[config.mk]
export PLATFORM = sky130hd
export DESIGN_NAME = ifr_start_gate
export DESIGN_NICKNAME = d
export VERILOG_FILES = /design/src/rtl/ifrg_pkg.sv /design/src/rtl/ifrg_cond_eval.sv /design/src/rtl/ifrg_uflow_timer.sv /design/src/rtl/ifrg_flag_bank.sv /design/src/rtl/ifr_start_gate.sv
export SDC_FILE = /design/constraint.sdc
export NUM_CORES = 1
export LEC_CHECK = 0
export BUFFER_PORTS_ARGS = -buffer_cell sky130_fd_sc_hd__buf_4
export CAP_MARGIN = 20
export CORE_MARGIN = 1
export CORE_UTILIZATION = 51
export DETAILED_ROUTE_END_ITERATION = 6
export GPL_TIMING_DRIVEN = 0
export HOLD_SLACK_MARGIN = 0.06
export PLACE_DENSITY_LB_ADDON = 0.2
export SLEW_MARGIN = 25
export SYNTH_ARGS = -nofsm -noshare
export SYNTH_HDL_FRONTEND = slang
export SYNTH_SLANG_ARGS = --single-unit
export TNS_END_PERCENT = 30
[constraint.sdc]
create_clock -name clk -period 4.3 [get_ports clk]
set_input_delay 0.215 -clock clk [delete_from_list [all_inputs] [get_ports clk]]
set_output_delay 0.215 -clock clk [all_outputs]
set_load 0.03 [all_outputs]
[src/rtl/ifrg_pkg.sv]
// ifrg_pkg: shared opcode codes, evaluation verdicts and execution states
// for the in-frame response start gate. Assumes 3-bit opcodes.
package ifrg_pkg;
    localparam logic [2:0] OP_MSG      = 3'd1;
    localparam logic [2:0] OP_MSG_CRC  = 3'd2;
    localparam logic [2:0] OP_IFR2     = 3'd4;
    localparam logic [2:0] OP_IFR3     = 3'd5;
    localparam logic [2:0] OP_IFR3_CRC = 3'd6;

    localparam int NFLAG   = 3;
    localparam int FLG_CRC = 0;
    localparam int FLG_ABT = 1;
    localparam int FLG_UF  = 2;

    typedef enum logic [2:0] {
        V_GO,
        V_WAIT,
        V_CRC,
        V_ABORT,
        V_ABORT_UF
    } verdict_e;

    typedef enum logic [1:0] {
        EX_IDLE,
        EX_MSG,
        EX_IFR3,
        EX_FINAL
    } exec_e;
endpackage

[src/rtl/ifrg_cond_eval.sv]
// ifrg_cond_eval: purely combinational priority evaluator for a response
// request. Walks the start conditions in fixed order and reports the first
// failure; a string continuation is checked only against byte count and room.
// Assumes the caller presents a response opcode (single byte or string).
module ifrg_cond_eval
    import ifrg_pkg::*;
#(
    parameter int CNT_W    = 5,
    parameter int IFR2_MAX = 11,
    parameter int IFR3_MAX = 9
) (
    input  logic [2:0]       op,
    input  logic             is_cont,
    input  logic             cont_full,
    input  logic             crc_ok,
    input  logic             len_chk_en,
    input  logic             len_ok,
    input  logic             eod_seen,
    input  logic [CNT_W-1:0] byte_cnt,
    input  logic             no_len_limit,
    input  exec_e            exec_st,
    input  logic             rx_ifr_active,
    output verdict_e         verdict
);
    localparam logic [CNT_W-1:0] LIM2 = CNT_W'(IFR2_MAX);
    localparam logic [CNT_W-1:0] LIM3 = CNT_W'(IFR3_MAX);

    logic [CNT_W-1:0] limit;
    logic             cnt_bad;

    // Pick the byte-count ceiling for this opcode and test it.
    always_comb begin
        limit   = (op == OP_IFR2) ? LIM2 : LIM3;
        cnt_bad = !no_len_limit && (byte_cnt > limit);
    end

    // Ordered condition walk; the first failing check decides the verdict.
    always_comb begin
        verdict = V_GO;
        if (is_cont) begin
            if (cnt_bad || cont_full) verdict = V_ABORT;
        end else if (!crc_ok) begin
            verdict = V_CRC;
        end else if (len_chk_en && !len_ok) begin
            verdict = V_ABORT;
        end else if (!eod_seen) begin
            verdict = V_WAIT;
        end else if (cnt_bad) begin
            verdict = V_ABORT;
        end else if (exec_st == EX_MSG || exec_st == EX_IFR3) begin
            verdict = V_ABORT_UF;
        end else if (exec_st == EX_FINAL) begin
            verdict = V_ABORT;
        end else if (rx_ifr_active) begin
            verdict = V_ABORT;
        end
    end

    // A fresh start may only be granted with a good CRC and end of data seen.
    always_comb begin
        if (verdict == V_GO && !is_cont) begin
            a_go_needs_crc_r2: assert (crc_ok && eod_seen)
                else $error("start granted without CRC/EOD");
        end
    end
endmodule

[src/rtl/ifrg_uflow_timer.sv]
// ifrg_uflow_timer: counts cycles while a string is starved of data and
// reports expiry after UFLOW_CYC such cycles. Restarts whenever run drops.
module ifrg_uflow_timer #(
    parameter int UFLOW_CYC = 64
) (
    input  logic clk,
    input  logic rst_n,
    input  logic run,
    output logic expire
);
    localparam int TW = $clog2(UFLOW_CYC + 1);
    localparam logic [TW-1:0] LAST = TW'(UFLOW_CYC - 1);

    logic [TW-1:0] cnt_q;

    // Starvation counter: advances while run is high, clears otherwise.
    always_ff @(posedge clk) begin
        if (!rst_n)                   cnt_q <= '0;
        else if (!run)                cnt_q <= '0;
        else if (cnt_q != LAST)       cnt_q <= cnt_q + 1'b1;
    end

    assign expire = run && (cnt_q == LAST);

    p_count_bound_r10: assert property (@(posedge clk) disable iff (!rst_n)
        cnt_q <= LAST);
    p_count_idle_r10: assert property (@(posedge clk) disable iff (!rst_n)
        !run |=> cnt_q == '0);
endmodule

[src/rtl/ifrg_flag_bank.sv]
// ifrg_flag_bank: sticky status flags with write-one-to-clear; a set in the
// same cycle as a clear wins. One identical cell per flag.
module ifrg_flag_bank #(
    parameter int N = 3
) (
    input  logic         clk,
    input  logic         rst_n,
    input  logic [N-1:0] set,
    input  logic [N-1:0] clr,
    output logic [N-1:0] flags
);
    for (genvar i = 0; i < N; i++) begin : g_cell
        // One sticky cell: set has priority over clear.
        always_ff @(posedge clk) begin
            if (!rst_n)      flags[i] <= 1'b0;
            else if (set[i]) flags[i] <= 1'b1;
            else if (clr[i]) flags[i] <= 1'b0;
        end

        p_sticky_r11: assert property (@(posedge clk) disable iff (!rst_n)
            flags[i] && !clr[i] |=> flags[i]);
        p_set_wins_r11: assert property (@(posedge clk) disable iff (!rst_n)
            set[i] |=> flags[i]);
    end
endmodule

[src/rtl/ifr_start_gate.sv]
// ifr_start_gate: top of the in-frame response start gate. Accepts opcode
// strobes, queues normal messages until the bus is idle, evaluates response
// starts and string continuations, tracks what is executing and how many
// requested bytes are unacknowledged (at most two), and raises sticky flags.
// Assumes tx_ack pulses once per requested byte sent by the transmit path.
module ifr_start_gate
    import ifrg_pkg::*;
#(
    parameter int DATA_W    = 8,
    parameter int CNT_W     = 5,
    parameter int IFR2_MAX  = 11,
    parameter int IFR3_MAX  = 9,
    parameter int UFLOW_CYC = 64
) (
    input  logic              clk,
    input  logic              rst_n,
    input  logic              op_wr,
    input  logic [2:0]        op_code,
    input  logic [DATA_W-1:0] txd_byte,
    input  logic [DATA_W-1:0] phys_addr,
    input  logic              no_len_limit,
    input  logic              len_chk_en,
    input  logic              bus_idle,
    input  logic              rx_crc_ok,
    input  logic              rx_len_ok,
    input  logic              rx_eod_seen,
    input  logic [CNT_W-1:0]  rx_byte_cnt,
    input  logic              rx_ifr_active,
    input  logic              tx_ack,
    input  logic [2:0]        flag_clr,
    output logic              tx_req,
    output logic [DATA_W-1:0] tx_byte,
    output logic              tx_crc,
    output logic              crc_err,
    output logic              tx_abort,
    output logic              tx_uflow,
    output logic              inv_crc_pulse
);
    localparam logic [1:0] OUT_MAX = 2'd2;

    exec_e             exec_q, exec_d;
    logic [1:0]        outst_q, outst_d;
    logic              pend_v_q;
    logic [2:0]        pend_op_q;
    logic              msg_q, msg_crc_q;
    logic              req_q;
    logic [DATA_W-1:0] byte_q;
    logic              crc_q;
    logic              pulse_q;

    logic              wr_ifr, wr_msg, ev_valid, ev_cont, cont_full;
    logic [2:0]        ev_op;
    verdict_e          verdict;
    logic              ifr_go, abort_uf, msg_cont, msg_cont_go, msg_cont_ovf;
    logic              msg_launch, issue, tmr_run, tmr_exp, expire_eff, dec;
    logic [NFLAG-1:0]  flag_set, flag_q;
    logic [DATA_W-1:0] byte_d;
    logic              crc_d;

    // Classify the strobe and pick the request under evaluation.
    always_comb begin
        wr_ifr    = op_wr && (op_code == OP_IFR2 || op_code == OP_IFR3 ||
                              op_code == OP_IFR3_CRC);
        wr_msg    = op_wr && (op_code == OP_MSG || op_code == OP_MSG_CRC);
        ev_valid  = wr_ifr || pend_v_q;
        ev_op     = wr_ifr ? op_code : pend_op_q;
        ev_cont   = (exec_q == EX_IFR3) && (ev_op != OP_IFR2);
        cont_full = (outst_q == OUT_MAX);
    end

    ifrg_cond_eval #(
        .CNT_W    (CNT_W),
        .IFR2_MAX (IFR2_MAX),
        .IFR3_MAX (IFR3_MAX)
    ) u_eval (
        .op            (ev_op),
        .is_cont       (ev_cont),
        .cont_full     (cont_full),
        .crc_ok        (rx_crc_ok),
        .len_chk_en    (len_chk_en),
        .len_ok        (rx_len_ok),
        .eod_seen      (rx_eod_seen),
        .byte_cnt      (rx_byte_cnt),
        .no_len_limit  (no_len_limit),
        .exec_st       (exec_q),
        .rx_ifr_active (rx_ifr_active),
        .verdict       (verdict)
    );

    ifrg_uflow_timer #(
        .UFLOW_CYC (UFLOW_CYC)
    ) u_timer (
        .clk    (clk),
        .rst_n  (rst_n),
        .run    (tmr_run),
        .expire (tmr_exp)
    );

    // Derive the per-cycle actions: grants, message paths, timer, flag sets.
    always_comb begin
        ifr_go       = ev_valid && (verdict == V_GO);
        abort_uf     = ev_valid && (verdict == V_ABORT_UF);
        msg_cont     = wr_msg && (exec_q == EX_MSG) && !abort_uf;
        msg_cont_go  = msg_cont && !cont_full;
        msg_cont_ovf = msg_cont && cont_full;
        msg_launch   = msg_q && bus_idle && (exec_q == EX_IDLE) && !ev_valid;
        issue        = ifr_go || msg_cont_go || msg_launch;
        tmr_run      = (exec_q == EX_MSG || exec_q == EX_IFR3) && (outst_q == 2'd0);
        expire_eff   = tmr_exp && !issue;
        dec          = tx_ack && (outst_q != 2'd0);

        flag_set          = '0;
        flag_set[FLG_CRC] = ev_valid && (verdict == V_CRC);
        flag_set[FLG_ABT] = (ev_valid && (verdict == V_ABORT || verdict == V_ABORT_UF))
                            || msg_cont_ovf;
        flag_set[FLG_UF]  = abort_uf || expire_eff;
    end

    // Select the byte and CRC-append marker for whichever path issues.
    always_comb begin
        byte_d = txd_byte;
        crc_d  = 1'b0;
        if (ifr_go) begin
            byte_d = (ev_op == OP_IFR2) ? phys_addr : txd_byte;
            crc_d  = (ev_op == OP_IFR3_CRC);
        end else if (msg_cont_go) begin
            crc_d  = (op_code == OP_MSG_CRC);
        end else if (msg_launch) begin
            crc_d  = msg_crc_q;
        end
    end

    // Next execution state and unacknowledged-byte count.
    always_comb begin
        outst_d = outst_q + {1'b0, issue} - {1'b0, dec};
        exec_d  = exec_q;
        if (abort_uf || expire_eff) begin
            exec_d  = EX_IDLE;
            outst_d = 2'd0;
        end else if (ifr_go) begin
            exec_d = (ev_op == OP_IFR3) ? EX_IFR3 : EX_FINAL;
        end else if (msg_cont_go) begin
            exec_d = (op_code == OP_MSG_CRC) ? EX_FINAL : EX_MSG;
        end else if (msg_launch) begin
            exec_d = msg_crc_q ? EX_FINAL : EX_MSG;
        end else if (exec_q == EX_FINAL && outst_d == 2'd0) begin
            exec_d = EX_IDLE;
        end
    end

    // Execution tracking registers.
    always_ff @(posedge clk) begin
        if (!rst_n) begin
            exec_q  <= EX_IDLE;
            outst_q <= 2'd0;
        end else begin
            exec_q  <= exec_d;
            outst_q <= outst_d;
        end
    end

    // Held response start, waiting for end of data.
    always_ff @(posedge clk) begin
        if (!rst_n) begin
            pend_v_q  <= 1'b0;
            pend_op_q <= 3'd0;
        end else if (ev_valid) begin
            pend_v_q  <= (verdict == V_WAIT);
            pend_op_q <= ev_op;
        end
    end

    // Normal-message queue; a response write discards it.
    always_ff @(posedge clk) begin
        if (!rst_n) begin
            msg_q     <= 1'b0;
            msg_crc_q <= 1'b0;
        end else if (wr_ifr) begin
            msg_q     <= 1'b0;
        end else if (wr_msg && exec_q != EX_MSG) begin
            msg_q     <= 1'b1;
            msg_crc_q <= (op_code == OP_MSG_CRC);
        end else if (msg_launch) begin
            msg_q     <= 1'b0;
        end
    end

    // Registered transmit request and inverted-CRC pulse.
    always_ff @(posedge clk) begin
        if (!rst_n) begin
            req_q   <= 1'b0;
            byte_q  <= '0;
            crc_q   <= 1'b0;
            pulse_q <= 1'b0;
        end else begin
            req_q   <= issue;
            pulse_q <= flag_set[FLG_UF];
            if (issue) begin
                byte_q <= byte_d;
                crc_q  <= crc_d;
            end else begin
                crc_q  <= 1'b0;
            end
        end
    end

    ifrg_flag_bank #(
        .N (NFLAG)
    ) u_flags (
        .clk   (clk),
        .rst_n (rst_n),
        .set   (flag_set),
        .clr   (flag_clr),
        .flags (flag_q)
    );

    assign tx_req        = req_q;
    assign tx_byte       = byte_q;
    assign tx_crc        = crc_q;
    assign inv_crc_pulse = pulse_q;
    assign crc_err       = flag_q[FLG_CRC];
    assign tx_abort      = flag_q[FLG_ABT];
    assign tx_uflow      = flag_q[FLG_UF];

    p_out_bound_r8: assert property (@(posedge clk) disable iff (!rst_n)
        outst_q <= OUT_MAX);
    p_pulse_single_r6: assert property (@(posedge clk) disable iff (!rst_n)
        inv_crc_pulse |=> !inv_crc_pulse);
    p_pulse_flags_r10: assert property (@(posedge clk) disable iff (!rst_n)
        inv_crc_pulse |-> tx_uflow);
    p_crc_no_req_r2: assert property (@(posedge clk) disable iff (!rst_n)
        $rose(crc_err) |-> !tx_req);
    p_pulse_idles_r6: assert property (@(posedge clk) disable iff (!rst_n)
        inv_crc_pulse |-> exec_q == EX_IDLE);
endmodule

-- Word-level counts from Yosys, hierarchy flattened
Index checks and enable logic that the tools add are counted.
- register bits after elaboration: 31
- input bits: 38
- output and inout bits: 14
- word-level logic and storage cells: 125
- $add $sub $neg: 3
- $lt $le $gt $ge: 1
- equality and inequality tests: 20
- muxes and demuxes: 31
- bitwise logic cells: 2
- reduce and logical (&&, ||, !) cells: 54
- operators by type and width (operator ; count):
    $mux 3 ; 8
    $logic_and 1x1->1 ; 22
    $eq 3x3->1 const B ; 7
    $mux 2 ; 9
    $mux 8 ; 2
    $mux 1 ; 12
    $logic_or 1x1->1 ; 11
    $reduce_bool 2->1 ; 5
    $eq 3x2->1 const B ; 3
    $add 7x1->7 const B ; 1
    $eq 7x6->1 const B ; 1
    $ne 7x6->1 const B ; 1
    $eq 2x2->1 const B ; 3
    $eq 3x1->1 const B ; 2
    $logic_not 1->1 ; 6
    $logic_not 2->1 ; 3
    $reduce_and 2->1 ; 3
    $gt 5x5->1 ; 1
    $reduce_bool 4->1 ; 1
    $reduce_or 2->1 ; 2
    $logic_not 3->1 ; 1
    $ne 3x3->1 const B ; 1
    $add 2x1->2 ; 1
    $eq 2x1->1 const B ; 1
    other kinds (3) ; 4

-- Longest topological paths before layout
- word-level depth: 29
- depth in mapped cells: 17

-- Hierarchy
Synthesis repeated with hierarchy kept, for this count alone.
- cells, all modules: 197
- area total of the unflattened synthesis: 1789.2 µm²
- modules (own cells, without submodules) (module ; instances ; cells each ; area each (µm²)):
    ifr_start_gate ; 1 ; 131 ; 1193.6
    ifrg_uflow_timer ; 1 ; 37 ; 334.1
    ifrg_cond_eval ; 1 ; 20 ; 137.6
    ifrg_flag_bank ; 1 ; 9 ; 123.9

-- Worst setup path before layout
OpenSTA, ideal clock, no wires.
- path kind: input -> register
- from: input port op_code[0]
- to: register exec_q[0]
- arrival time: 3501 ps
- path slack: 708 ps
- stages: 17
- path buffers: 2
- cell sequence: clkbuf_2 nand2_4 a2111oi_4 nor2_1 ha_1 a21bo_2 a211oi_1 and3b_1 a31o_2 nand2_1 buf_6 xnor2_1 ha_1 xor2_1 nand3b_1 nand2_1 a311oi_1
- word-level cells in the longest chain between the ends: 26
- ends and longest elaborated chain (what ; line ; source):
    start, declared ; ifr_start_gate.sv:18 ; input logic [2:0] op_code,
    $eq 3x3->1 ; ifr_start_gate.sv:62 ; wr_ifr = op_wr && (op_code == OP_IFR2 || op_code == OP_IFR3 ||
    $logic_or 1x1->1 (2 in a row) ; ifr_start_gate.sv:62 ;
    $logic_and 1x1->1 ; ifr_start_gate.sv:62 ;
    $mux 3 ; ifr_start_gate.sv:66 ; ev_op = wr_ifr ? op_code : pend_op_q;
    $eq 3x3->1 ; ifrg_cond_eval.sv:33 ; limit = (op == OP_IFR2) ? LIM2 : LIM3;
    $mux 2 ; ifrg_cond_eval.sv:33 ;
    $gt 5x5->1 ; ifrg_cond_eval.sv:34 ; cnt_bad = !no_len_limit && (byte_cnt > limit);
    $logic_and 1x1->1 ; ifrg_cond_eval.sv:34 ;
    [... 8 more ...] ; -- ;
    $logic_and 1x1->1 ; ifr_start_gate.sv:103 ; msg_cont = wr_msg && (exec_q == EX_MSG) && !abort_uf;
    $logic_and 1x1->1 ; ifr_start_gate.sv:104 ; msg_cont_go = msg_cont && !cont_full;
    $logic_or 1x1->1 (2 in a row) ; ifr_start_gate.sv:107 ; issue = ifr_go || msg_cont_go || msg_launch;
    $add 2x1->2 ; ifr_start_gate.sv:135 ; outst_d = outst_q + {1'b0, issue} - {1'b0, dec};
    $sub 2x1->2 ; ifr_start_gate.sv:135 ;
    $logic_not 2->1 ; ifr_start_gate.sv:146 ; end else if (exec_q == EX_FINAL && outst_d == 2'd0) begin
    $logic_and 1x1->1 ; ifr_start_gate.sv:146 ;
    $reduce_bool 4->1 (no source line) ; -- ;
    end signal, assigned ; ifr_start_gate.sv:154 ; exec_q <= EX_IDLE;
    end signal, assigned ; ifr_start_gate.sv:157 ; exec_q <= exec_d;
    end, declared ; ifr_start_gate.sv:41 ; exec_e exec_q, exec_d;
Several ways; a longest one is shown, not always the timed one.
A chain may end at the register's enable or synchronous reset.

-- Worst setup path in the final report
- from: register pend_op_q[0]
- to: register exec_q[0]
- word-level cells in the longest chain between the ends: 22
- ends and longest elaborated chain (what ; line ; source):
    start, declared ; ifr_start_gate.sv:44 ; logic [2:0] pend_op_q;
    start signal, assigned ; ifr_start_gate.sv:169 ; pend_op_q <= ev_op;
    $mux 3 (*) ; ifr_start_gate.sv:66 ;
    $eq 3x3->1 ; ifrg_cond_eval.sv:33 ;
    $mux 2 ; ifrg_cond_eval.sv:33 ;
    $gt 5x5->1 ; ifrg_cond_eval.sv:34 ;
    $logic_and 1x1->1 ; ifrg_cond_eval.sv:34 ;
    $mux 3 ; ifrg_cond_eval.sv:48 ; end else if (cnt_bad) begin
    $mux 3 ; ifrg_cond_eval.sv:46 ; end else if (!eod_seen) begin
    $mux 3 ; ifrg_cond_eval.sv:44 ; end else if (len_chk_en && !len_ok) begin
    [... 5 more ...] ; -- ;
    $logic_and 1x1->1 ; ifr_start_gate.sv:103 ;
    $logic_and 1x1->1 ; ifr_start_gate.sv:104 ;
    $logic_or 1x1->1 (2 in a row) ; ifr_start_gate.sv:107 ;
    $add 2x1->2 ; ifr_start_gate.sv:135 ;
    $sub 2x1->2 ; ifr_start_gate.sv:135 ;
    $logic_not 2->1 ; ifr_start_gate.sv:146 ;
    $logic_and 1x1->1 ; ifr_start_gate.sv:146 ;
    $reduce_bool 4->1 (no source line) ; -- ;
Mark *: on every way between the ends. The rest lies on a longest branch, timed or not.

==> results <==
- The run finished with clean final reports.
- For the pin with the worst max-slew slack, the measured transition is 484 ps.
- The core occupancy in the finished layout is 72.1%.
- For this design the top-level I/O count stands at 52.
- In the post-synthesis netlist, the cell with the most instances is sky130_fd_sc_hd__dfxtp_1.
- The worst setup path is launched from a flop.
- At the later pin of the worst-skew pair, clock insertion delay measures 340 ps.
- Global routing finished with a remaining overflow of 0.
- After the first detailed-routing iteration, the DRC count stood at 122.
- In this run, post-CTS hold repair placed 0 buffers.
- The worst max-slew margin expressed relative to the limit is 67.6%.
- The fmax is 253 MHz.
- The congestion estimate from routability-driven global placement came to 0.889.
- The first detailed-routing pass took 5 iterations.
- The tree is rooted in a sky130_fd_sc_hd__clkbuf_4.
- Setup violations remaining at the end of the flow were counted as 0.
- The worst hold path begins at flag_clr[2].
- Detailed routing inserted a total of 1,674 vias.
- The floorplan step defined a die boundary enclosing 3650 um2.
- By area the synthesized netlist is led by sky130_fd_sc_hd__dfxtp_1, sky130_fd_sc_hd__mux2i_1, sky130_fd_sc_hd__a21oi_1.
- The detailed-route wire length per cell is 13.5 um.
- The initial core utilization is 55.2%.
- The part of the cycle the worst path needs is 92.0%.
- Counting flops with an async set or reset pin after synthesis yields a share of 0%.
- Along the worst hold path, the cell count comes to 3.
- The floorplan step defined a core boundary enclosing 3150 um2.
- Across the VDD grid, the largest voltage drop is 0.196 mV.
- The post-route clock skew is 6.30 ps.
- The worst hold path terminates at u_flags.flags[2].
- During placement, the flow inserted port buffers numbering 50.
- The number of hold-slack violations in the final timing report was 0.
- The tool flagged a number of max-cap violations equal to 0.
- At the worst endpoint, the arrival time is 4200 ps.
- The source of the worst register-to-register timing path is pend_op_q[0].
- In the routed layout, each cell is associated on average with a via count of 5.56.
- After synthesis, the largest area contributor takes up 35.6% of total cell area.
- The count of synthesis-stage warnings from yosys is 0.
- The CTS tree is yes.
- The initial antenna violation count is 0.
- By count the netlist is led by sky130_fd_sc_hd__dfxtp_1, sky130_fd_sc_hd__nor2_1, sky130_fd_sc_hd__a21oi_1.
- The synthesized design contains 31 register bits.
- The count of nets left with antenna violations once routing finished came out at 0.
- The mean cell area of the mapped netlist is 8.75 um2.
- The routed design could run at a clock period as short as 3950 ps.
- The maximum buffer depth of the clock tree is 2.
- The synthesized design contains 0 enable-type register cells.
- The kind of path behind the tightest hold check is in -> reg.
- The initialized floorplan defines 20 standard-cell rows.
- The count of cells along the worst register-to-register path is 15.
- The end of the worst register-to-register path is exec_q[0].
- The aggregate global-route resource usage is 23.9%.
- The filler cell count in the final layout is 273.
- After clock tree synthesis, the clock-pin slew on the worst setup and hold paths is 100 ps.
- The largest fanout on the critical path is 10.
- The DRC violations left is 0.
- 0 antenna diodes ended up in the layout.
- The wire length of the first global-routing pass is 6490 um.
- The power per unit of standard cell area is 317 nW/um2.
- The number of clock sinks is 31.
- CTS built an H-tree with a depth of 2.
- The x dimension of the die is 60.4 um.
- Entering global routing, the biggest net connects 11 pins.
- For this run, the post-layout net count is 301.
- The worst setup path is of the reg -> reg kind.
- The via count of the first global-routing pass is 1,551.
- The buffers inserted during post-CTS setup optimization is 0.
- Summing every instance area after synthesis gives 1740 um2.
- The sequential cell area fraction in the yosys report is 35.6%.
- The worst register-to-register path has a setup slack of 350 ps.
- The element type at the critical path end is a flop.
- The count of distinct cell types in the synthesized netlist is 51.
- The number of CTS-inserted buffers is 5.
- The proportion of layout cells with a drive suffix above 1 is 28.8%.
- The count of mapped cells out of synthesis is 199.
- STA puts the critical path data required time at 4550 ps.
- The die span in y is 60.4 um.
- The predominant post-synthesis flop cell is sky130_fd_sc_hd__dfxtp_1.
- The setup TNS is 0 ps.
- After clock tree synthesis, the repair step resized 0 gates.
- The total count of max-transition violations in the final report is 0.
- The cell type with the highest aggregate area in the netlist is sky130_fd_sc_hd__dfxtp_1.
- Setup repair after global routing left no endpoint under its margin.
- Counting every net in the synthesized netlist gives 244.
- The analysis attributes to cell leakage a power of 0.968 nW.
- The total routed wirelength is 4060 um.
- The layout overhead on the synthesized area is 30.5%.
- Detailed placement ended at an HPWL of 3000 um.
per-layer routing:
metal	global-route usage (%)	share of wire (%)	vias to the layer above
met2	42.1	48	50
met4	9.42	0.37	0
met1	28.2	44	782
met5	0	0	-
met3	5.54	6.7	2
li1	-	-	840
where the power goes:
group          total, mW  internal [mW]  switching [mW]
logic              0.129         0.0619          0.0666
registers          0.308          0.299         0.00935
clock network      0.284          0.181           0.103
total              0.721          0.542           0.179
registers in the layout, summed over array words and instances, names as in the netlist:
signal and cells:
pend_v_q 1, msg_q 1, tx_crc 1, u_timer.cnt_q 7, inv_crc_pulse 1, u_flags.flags 3
tx_byte 8, exec_q 2, msg_crc_q 1, outst_q 2, tx_req 1, pend_op_q 3
worst max path at each step:
| stage | from | to | slack, ps | cells after the start |
|---|---|---|---|---|
| finish | pend_op_q[0] | exec_q[0] | 350 | 15 |
| global route | pend_op_q[0] | exec_q[1] | 60 | 15 |
| CTS | pend_op_q[0] | exec_q[0] | 350 | 15 |
| detailed placement | op_wr | exec_q[0] | 140 | 18 |
| global placement | op_wr | exec_q[1] | 150 | 18 |
| floorplan | op_code[0] | exec_q[0] | 710 | 17 |
cells in the final DEF (no fill, tap or decap), drive strengths merged, types with 5 or more instances in the layout:
cell type and n:
a21oi 18, a31oi 7, and3 5, buf 53, clkbuf 10, dfxtp 31
ha 7, inv 9, mux2i 11, nand2 10, nand2b 5, nand3 7
nor2 21, nor2b 5, nor3 7, o21ai 16
kinds of logic after synthesis:
| group | count (synthesis) | share of synthesized area (%) |
|---|---|---|
| compound gates | 59 | 23.6 |
| xor+xnor | 6 | 3.02 |
| fa+ha+maj | 7 | 5.03 |
| buf+inv | 16 | 4.60 |
| flops | 31 | 35.6 |
| mux | 11 | 6.32 |
| simple gates | 69 | 21.8 |
metrics by stage:
step / area (um2) / instances / hold WS [ps] / setup WS [ps] / total power [mW]
after CTS: 2270 / 301 / 130 / 350 / 0.726
after global routing: 2270 / 301 / 135 / 55.8 / 0.757
final: 2270 / 301 / 136 / 346 / 0.721
after floorplan: 1740 / 199 / 352 / 708 / 0.391
after detailed placement: 2170 / 293 / 473 / 142 / 0.442
after global placement: 2170 / 293 / 462 / 150 / 0.441
critical path: stages (launching register included):
cell and delay, ps:
sky130_fd_sc_hd__dfxtp_1 350, sky130_fd_sc_hd__a2111oi_4 430, sky130_fd_sc_hd__nor2_1 220, sky130_fd_sc_hd__ha_1 320
sky130_fd_sc_hd__a21bo_2 190, sky130_fd_sc_hd__a211oi_1 400, sky130_fd_sc_hd__and3b_1 270, sky130_fd_sc_hd__a31o_2 320
sky130_fd_sc_hd__nand2_1 230, sky130_fd_sc_hd__buf_6 180, sky130_fd_sc_hd__xnor2_1 80, sky130_fd_sc_hd__ha_1 220
sky130_fd_sc_hd__xor2_1 170, sky130_fd_sc_hd__nand3b_1 120, sky130_fd_sc_hd__nand2_1 80, sky130_fd_sc_hd__a311oi_1 270
cell type report:
cell class	instances	area [um2]	share of cell area, %
multi-input cells	152	1040	45.8
flip-flops and latches	31	621	27.3
repair buffers	50	375	16.5
clock inverters	2	60.1	2.64
well taps	44	55.1	2.42
plain buffers	7	46.3	2.04
clock buffers	6	41.3	1.82
inverters	9	33.8	1.49
Power figures use the tool's default switching activity.
